--- src/rtl/bcd_addsub_pkg.sv ---
package bcd_addsub_pkg;

  typedef enum logic {
    OP_ADD = 1'b0,
    OP_SUB = 1'b1
  } bcd_op_e;

  localparam int MAX_DIGITS = 8;

  function automatic int unsigned pow10(input int digits);
    int unsigned p;
    p = 1;
    for (int i = 0; i < digits; i++) p = p * 10;
    return p;
  endfunction

  function automatic bit is_bcd(input logic [31:0] v, input int digits);
    for (int i = 0; i < MAX_DIGITS; i++)
      if (i < digits && v[4*i +: 4] > 4'd9) return 1'b0;
    return 1'b1;
  endfunction

  function automatic int unsigned dec_value(input logic [31:0] v, input int digits);
    int unsigned acc;
    acc = 0;
    for (int i = MAX_DIGITS - 1; i >= 0; i--)
      if (i < digits) acc = acc * 10 + 32'(v[4*i +: 4]);
    return acc;
  endfunction

  function automatic logic [31:0] to_bcd(input int unsigned v, input int digits);
    logic [31:0] r;
    int unsigned t;
    r = '0;
    t = v;
    for (int i = 0; i < MAX_DIGITS; i++)
      if (i < digits) begin
        r[4*i +: 4] = 4'(t % 10);
        t = t / 10;
      end
    return r;
  endfunction

endpackage

--- src/rtl/bcd_bin_stage.sv ---
module bcd_bin_stage
  import bcd_addsub_pkg::*;
#(
  parameter int DIGITS = 2,
  localparam int W = 4 * DIGITS
) (
  input  logic              clk,
  input  logic              rst,
  input  logic              in_valid,
  input  bcd_op_e           in_op,
  input  logic              in_carry,
  input  logic [W-1:0]      in_a,
  input  logic [W-1:0]      in_b,
  output logic              q_valid,
  output bcd_op_e           q_op,
  output logic [W-1:0]      q_sum,
  output logic [DIGITS-1:0] q_ncarry,
  output logic [DIGITS-1:0] q_gt9,
  output logic [DIGITS-1:0] q_gt8
);

  logic [W-1:0]      b_eff;
  logic [W-1:0]      sum_d;
  logic [DIGITS:0]   chain;
  logic [DIGITS-1:0] gt9_d;
  logic [DIGITS-1:0] gt8_d;

  assign b_eff    = (in_op == OP_SUB) ? ~in_b : in_b;
  assign chain[0] = in_carry;

  for (genvar g = 0; g < DIGITS; g++) begin : g_nib
    logic [4:0] nsum;
    assign nsum            = {1'b0, in_a[4*g +: 4]} + {1'b0, b_eff[4*g +: 4]} + {4'd0, chain[g]};
    assign sum_d[4*g +: 4] = nsum[3:0];
    assign chain[g+1]      = nsum[4];
    assign gt9_d[g]        = nsum[3:0] > 4'd9;
    assign gt8_d[g]        = nsum[3:0] > 4'd8;
  end

  always_ff @(posedge clk) begin
    if (rst) begin
      q_valid  <= 1'b0;
      q_op     <= OP_ADD;
      q_sum    <= '0;
      q_ncarry <= '0;
      q_gt9    <= '0;
      q_gt8    <= '0;
    end else begin
      q_valid <= in_valid;
      if (in_valid) begin
        q_op     <= in_op;
        q_sum    <= sum_d;
        q_ncarry <= chain[DIGITS:1];
        q_gt9    <= gt9_d;
        q_gt8    <= gt8_d;
      end
    end
  end

  // an idle edge leaves the stage-one state untouched
  a_r8_stage_hold: assert property (@(posedge clk) disable iff (rst)
    !in_valid |=> ($stable(q_sum) && $stable(q_ncarry) && $stable(q_op)));

  // reset clears the registered partial result
  a_r7_stage_clear: assert property (@(posedge clk)
    rst |=> (!q_valid && q_sum == '0 && q_ncarry == '0));

endmodule

--- src/rtl/bcd_adjust_flags.sv ---
module bcd_adjust_flags
  import bcd_addsub_pkg::*;
#(
  parameter int DIGITS = 2
) (
  input  bcd_op_e           op,
  input  logic [DIGITS-1:0] ncarry,
  input  logic [DIGITS-1:0] gt9,
  input  logic [DIGITS-1:0] gt8,
  output logic [DIGITS-1:0] adj
);

  // Each digit's flag depends on the flag and carry of the digit below it.
  always_comb begin
    logic prev_adj;
    logic prev_nc;
    prev_adj = 1'b0;
    prev_nc  = 1'b1;
    adj      = '0;
    for (int i = 0; i < DIGITS; i++) begin
      if (op == OP_SUB)
        adj[i] = ~ncarry[i] | (prev_adj & gt9[i]);
      else
        adj[i] = ncarry[i] | gt9[i] | (prev_adj & ~prev_nc & gt8[i]);
      prev_adj = adj[i];
      prev_nc  = ncarry[i];
    end
  end

endmodule

--- src/rtl/bcd_correct.sv ---
module bcd_correct
  import bcd_addsub_pkg::*;
#(
  parameter int DIGITS = 2,
  localparam int W = 4 * DIGITS
) (
  input  bcd_op_e           op,
  input  logic [W-1:0]      sum,
  input  logic [DIGITS-1:0] adj,
  input  logic              top_ncarry,
  output logic [W-1:0]      result,
  output logic              carry
);

  logic [W-1:0] corr;
  logic [W-1:0] corr_signed;

  always_comb begin
    corr = '0;
    for (int i = 0; i < DIGITS; i++)
      if (adj[i]) corr = corr | (W'(6) << (4 * i));
  end

  assign corr_signed = (op == OP_SUB) ? (~corr + W'(1)) : corr;
  assign result      = sum + corr_signed;
  assign carry       = (op == OP_SUB) ? top_ncarry : adj[DIGITS-1];

endmodule

--- src/rtl/bcd_addsub.sv ---
module bcd_addsub
  import bcd_addsub_pkg::*;
#(
  parameter int DIGITS = 2,
  localparam int W = 4 * DIGITS
) (
  input  logic         clk,
  input  logic         rst,
  input  logic         in_valid,
  input  logic         in_sub,
  input  logic         in_carry,
  input  logic [W-1:0] in_a,
  input  logic [W-1:0] in_b,
  output logic         out_valid,
  output logic [W-1:0] out_result,
  output logic         out_carry
);

  bcd_op_e           in_op;
  bcd_op_e           q_op;
  logic [W-1:0]      q_sum;
  logic [DIGITS-1:0] q_ncarry;
  logic [DIGITS-1:0] q_gt9;
  logic [DIGITS-1:0] q_gt8;
  logic [DIGITS-1:0] adj;

  assign in_op = in_sub ? OP_SUB : OP_ADD;

  bcd_bin_stage #(.DIGITS(DIGITS)) i_bin (
    .clk      (clk),
    .rst      (rst),
    .in_valid (in_valid),
    .in_op    (in_op),
    .in_carry (in_carry),
    .in_a     (in_a),
    .in_b     (in_b),
    .q_valid  (out_valid),
    .q_op     (q_op),
    .q_sum    (q_sum),
    .q_ncarry (q_ncarry),
    .q_gt9    (q_gt9),
    .q_gt8    (q_gt8)
  );

  bcd_adjust_flags #(.DIGITS(DIGITS)) i_flags (
    .op     (q_op),
    .ncarry (q_ncarry),
    .gt9    (q_gt9),
    .gt8    (q_gt8),
    .adj    (adj)
  );

  bcd_correct #(.DIGITS(DIGITS)) i_corr (
    .op         (q_op),
    .sum        (q_sum),
    .adj        (adj),
    .top_ncarry (q_ncarry[DIGITS-1]),
    .result     (out_result),
    .carry      (out_carry)
  );

  // ---------------- decimal reference for the assertions ----------------
  localparam int unsigned LIMIT = pow10(DIGITS);
  logic              ops_bcd;
  int unsigned       da_val, db_val, ref_add, ref_sub_raw;
  logic [W-1:0]      ref_res;
  logic              ref_carry;

  always_comb begin
    ops_bcd = is_bcd(32'(in_a), DIGITS) && is_bcd(32'(in_b), DIGITS);
    da_val  = dec_value(32'(in_a), DIGITS);
    db_val  = dec_value(32'(in_b), DIGITS);
    ref_add = da_val + db_val + 32'(in_carry);
    ref_sub_raw = da_val + LIMIT - db_val - 32'(!in_carry);
    if (in_sub) begin
      ref_res   = W'(to_bcd(ref_sub_raw % LIMIT, DIGITS));
      ref_carry = ref_sub_raw >= LIMIT;
    end else begin
      ref_res   = W'(to_bcd(ref_add % LIMIT, DIGITS));
      ref_carry = ref_add >= LIMIT;
    end
  end

  a_r6_valid_follows: assert property (@(posedge clk) disable iff (rst)
    1'b1 |=> (out_valid == $past(in_valid)));

  a_r7_reset_clears: assert property (@(posedge clk)
    rst |=> (!out_valid && out_result == '0 && !out_carry));

  a_r8_out_hold: assert property (@(posedge clk) disable iff (rst)
    !in_valid |=> ($stable(out_result) && $stable(out_carry)));

  a_r1_add_value: assert property (@(posedge clk) disable iff (rst)
    (in_valid && !in_sub && ops_bcd) |=> (out_result == $past(ref_res)));

  a_r2_sub_value: assert property (@(posedge clk) disable iff (rst)
    (in_valid && in_sub && ops_bcd) |=> (out_result == $past(ref_res)));

  a_r3_add_carry: assert property (@(posedge clk) disable iff (rst)
    (in_valid && !in_sub && ops_bcd) |=> (out_carry == $past(ref_carry)));

  a_r4_sub_carry: assert property (@(posedge clk) disable iff (rst)
    (in_valid && in_sub && ops_bcd) |=> (out_carry == $past(ref_carry)));

  a_r9_digits_decimal: assert property (@(posedge clk) disable iff (rst)
    (in_valid && ops_bcd) |=> is_bcd(32'(out_result), DIGITS));

endmodule

--- config.mk ---
export PLATFORM = sky130hd
export DESIGN_NAME = bcd_addsub
export DESIGN_NICKNAME = d
export VERILOG_FILES = /design/src/rtl/bcd_addsub_pkg.sv /design/src/rtl/bcd_bin_stage.sv /design/src/rtl/bcd_adjust_flags.sv /design/src/rtl/bcd_correct.sv /design/src/rtl/bcd_addsub.sv
export SDC_FILE = /design/constraint.sdc
export NUM_CORES = 1
export LEC_CHECK = 0
export ABC_AREA = 1
export BUFFER_PORTS_ARGS = -buffer_cell sky130_fd_sc_hd__buf_2
export CORE_UTILIZATION = 48
export DETAILED_ROUTE_END_ITERATION = 10
export PLACE_DENSITY = 0.74
export SYNTH_ARGS = -nofsm -noshare
export SYNTH_HDL_FRONTEND = slang
export SYNTH_SLANG_ARGS = --single-unit
--- constraint.sdc ---
create_clock -name clk -period 3.1 [get_ports clk]
set_input_delay 0.62 -clock clk [delete_from_list [all_inputs] [get_ports clk]]
set_output_delay 0.62 -clock clk [all_outputs]
set_load 0.01 [all_outputs]
==> flow_metrics.py <==
metrics = {
    "placement": {
        "port_buffers": 30,
        "gp_congestion": 0.751,
        "post-dp-hpwl_um": 2270,
        "dpl_cell_area_mm2": 0.00148,
    },
    "cts": {
        "clock_sinks": 15,
        "root_buffer": "clkbuf_4",
        "cts_tree": "yes",
        "clock_latency_ns": 0.27,
        "cts_buffers": 3,
        "cts_buffer_depth": 2,
        "h-tree-depth": 1,
        "path_clk_slew_ns": 0.09,
    },
    "timing": {
        "hold_viol": 0,
        "setup_viol": 1,
        "slew_violations": 0,
        "min_period_over_period_pct": 100,
        "fin_skew_ns": 0,
        "setup_slack_ns": -0.00203,
        "tightest_slew_ns": 0.370,
        "period_needed_ns": 3.10,
        "fmax_ghz": 0.322,
        "rsz0062_at_grt": "yes",
        "relSlewSlack_pct": 75.3,
    },
    "global_routing": {
        "grt_max_degree": 19,
        "first_global_vias": 1231,
        "grt_pass1_wl_um": 4990,
        "antenna_found_initial": 0,
        "grt_usage_pct": 24.2,
        "overflow": 0,
    },
    "routing": {
        "wl_per_cell_um": 12.0,
        "drt_iter0_drc": 20,
        "first_pass_iters": 4,
        "viasPerCell": 5.14,
        "drt_wl_total_um": 2920,
        "detail-route-antenna-nets": 0,
        "drc": 0,
        "via_count": 1248,
    },
    "floorplanning": {
        "die_area_mm2": 0.00286,
        "row_count": 18,
        "ios": 31,
        "fp.coreArea_mm2": 0.00250,
        "start_util_pct": 50.9,
        "die_w_um": 53.5,
        "chipHeight_um": 53.5,
    },
    "logic_synthesis": {
        "synth_edf_count": 0,
        "synthesis.area_mm2": 0.00127,
        "ys.flop_type": "dfxtp_1",
        "yosys-top-cells-area": "dfxtp_1, ha_1, inv_1",
        "syn_nets": 214,
        "syn_inst": 174,
        "synth_common_cells": "inv_1, nand2_1, a21oi_1",
        "synth_top_area_cell": "dfxtp_1",
        "async_reset_ff_share_pct": 0,
        "synth_most_common_cell": "inv_1",
        "syn_avg_cell_area_um2": 7.31,
        "synth_seq_area_share_pct": 23.6,
        "synth_top_area_share_pct": 23.6,
        "synth-seq-cells": 15,
        "yosysUniqueCellTypes": 23,
        "yosys_warnings": 0,
    },
    "worst_setup_path": {
        "startpoint_type": "register",
        "startpoint": "i_bin.q_ncarry[0]$_SDFFE_PP0P_",
        "path_class": "register to output pin",
        "r2r_start": "i_bin.q_op$_SDFFE_PP0P_",
        "critPathCaptureType": "output pin",
        "worst_ep_required_time_ns": 2.48,
        "worstPathArrival_ns": 2.48,
        "path_max_fanout": 4,
    },
    "status": {
        "failed_checks": "setup timing",
        "outcome": "finished with violations",
    },
    "power_and_ir_drop": {
        "p_per_area_mw_per_mm2": 454,
        "power_uw": 738,
        "p_leak_uw": 0.000867,
        "peakVddDrop_uv": 255,
    },
    "worst_hold_path": {
        "hold_start": "i_bin.q_gt9[1]$_SDFFE_PP0P_",
        "hold_class": "register to register",
    },
    "final_layout": {
        "nets": 254,
        "multiInputGateArea_um2": 903,
        "seq_area_um2": 309,
        "layout-drive-gt1-share_pct": 32.4,
        "nFillCells": 226,
        "design_area_mm2": 0.00163,
        "syn2layout_area_growth_pct": 27.8,
        "n_antenna_cell": 0,
    },
    "job": {
        "drv_cap": 0,
    },
}
-- cell families after synthesis --
group / after synthesis / share of synthesized area, %
compound gates: 33 / 13.9
xor+xnor: 15 / 10.3
flops: 15 / 23.6
simple gates: 55 / 19.0
buf+inv: 37 / 11.6
fa+ha+maj: 19 / 21.6
-- timing repair --
item	in CTS	in global routing
setup endpoints to repair	2	4
resized for setup	9	14
hold buffers	0	0
pin swaps	4	14
buffers inserted	2	4
-- power breakdown --
| part | switching [uW] | internal, uW |
|---|---|---|
| Combinational | 217 | 183 |
| Sequential | 17.0 | 214 |
| Clock | 59.5 | 47.8 |
| Total | 293 | 445 |
-- state kept, by name, summed over array words and instances (netlist names) --
signal,count
i_bin.q_gt8,1
i_bin.q_gt9,2
i_bin.q_ncarry,2
i_bin.q_op,1
i_bin.q_sum,8
i_bin.q_valid,1
-- worst paths after layout --
kind | endpoint | cells past startpoint | slack (ns)
setup / recovery | out_result[6] | 18 | -0.002
hold / removal | i_bin.q_gt9[1]$_SDFFE_PP0P_ | 2 | 0.48
setup reg to reg | i_bin.q_op$_SDFFE_PP0P_ | 4 | 2.19
hold reg to reg | i_bin.q_gt9[1]$_SDFFE_PP0P_ | 2 | 0.48
-- cell type report --
type / count / area share [%]
clock buffers: 3 / 1.38
inverters: 31 / 7.15
multi-input cells: 122 / 55.5
well taps: 30 / 2.31
repair buffers: 41 / 14.3
flip-flops and latches: 15 / 19.0
clock inverters: 1 / 0.308
-- cell usage in the layout (no fill, tap or decap) --
master / netlist / final
o21ai_0: 10 / 8
nor2_4: 0 / 1
o21ai_1: 1 / 2
fa_2: 0 / 1
nand3_2: 0 / 1
inv_2: 1 / 5
buf_2: 4 / 30
nand2_1: 26 / 20
xor2_1: 10 / 9
nand4_1: 5 / 5
buf_4: 1 / 11
o211ai_1: 3 / 3
fa_1: 5 / 4
ha_4: 0 / 3
ha_1: 14 / 11
nand3_1: 13 / 12
clkbuf_4: 0 / 3
dfxtp_2: 0 / 1
dfxtp_1: 15 / 12
inv_1: 30 / 26
nor2_1: 8 / 7
a21oi_1: 17 / 17
clkinv_2: 0 / 1
nand2_2: 0 / 6
nor3_1: 1 / 1
a21o_1: 1 / 1
a31oi_1: 1 / 1
dfxtp_4: 0 / 2
xnor2_1: 5 / 5
xor2_2: 0 / 1
nor2_2: 1 / 1
or2_2: 1 / 1
o21ai_2: 0 / 1
-- worst max-delay path, cell delays in order, from the launching register on --
cell,delay [ns]
dfxtp_4,0.38
nor2_4,0.04
nand2_2,0.06
nand4_1,0.13
nand3_1,0.10
nand2_1,0.07
nand2_1,0.08
inv_2,0.05
ha_4,0.25
nand2_2,0.04
nand2_2,0.06
inv_2,0.05
ha_4,0.28
nand2_2,0.06
inv_2,0.06
nand4_1,0.09
nand3_2,0.11
xor2_1,0.14
buf_2,0.15
-- metal layers --
metal	part of all wire (%)	GRT usage, %	vias to the layer above	routed length [um]
li1	-	-	640	-
met1	41	25.6	575	1210
met2	56	49.4	31	1620
met3	2.0	0.862	2	58
met4	0.86	7.89	0	25
met5	0	0	-	0
-- stage by stage --
| stage | util, % | setup TNS, ns | instances | hold WS, ns | setup WS (ns) |
|---|---|---|---|---|---|
| after detailed placement | 59.1 | -0.536 | 233 | 0.460 | -0.207 |
| after global placement | 59.1 | -0.0387 | 233 | 0.459 | -0.0293 |
| final | 65.1 | -0.00203 | 243 | 0.481 | -0.00203 |
| after CTS | 62.4 | -0.00234 | 239 | 0.477 | -0.00234 |
| after global routing | 65.1 | -0.356 | 243 | 0.509 | -0.179 |
| after floorplan | - | 0 | 174 | 0.444 | 0.0123 |
(Power assumes the default switching activity.)
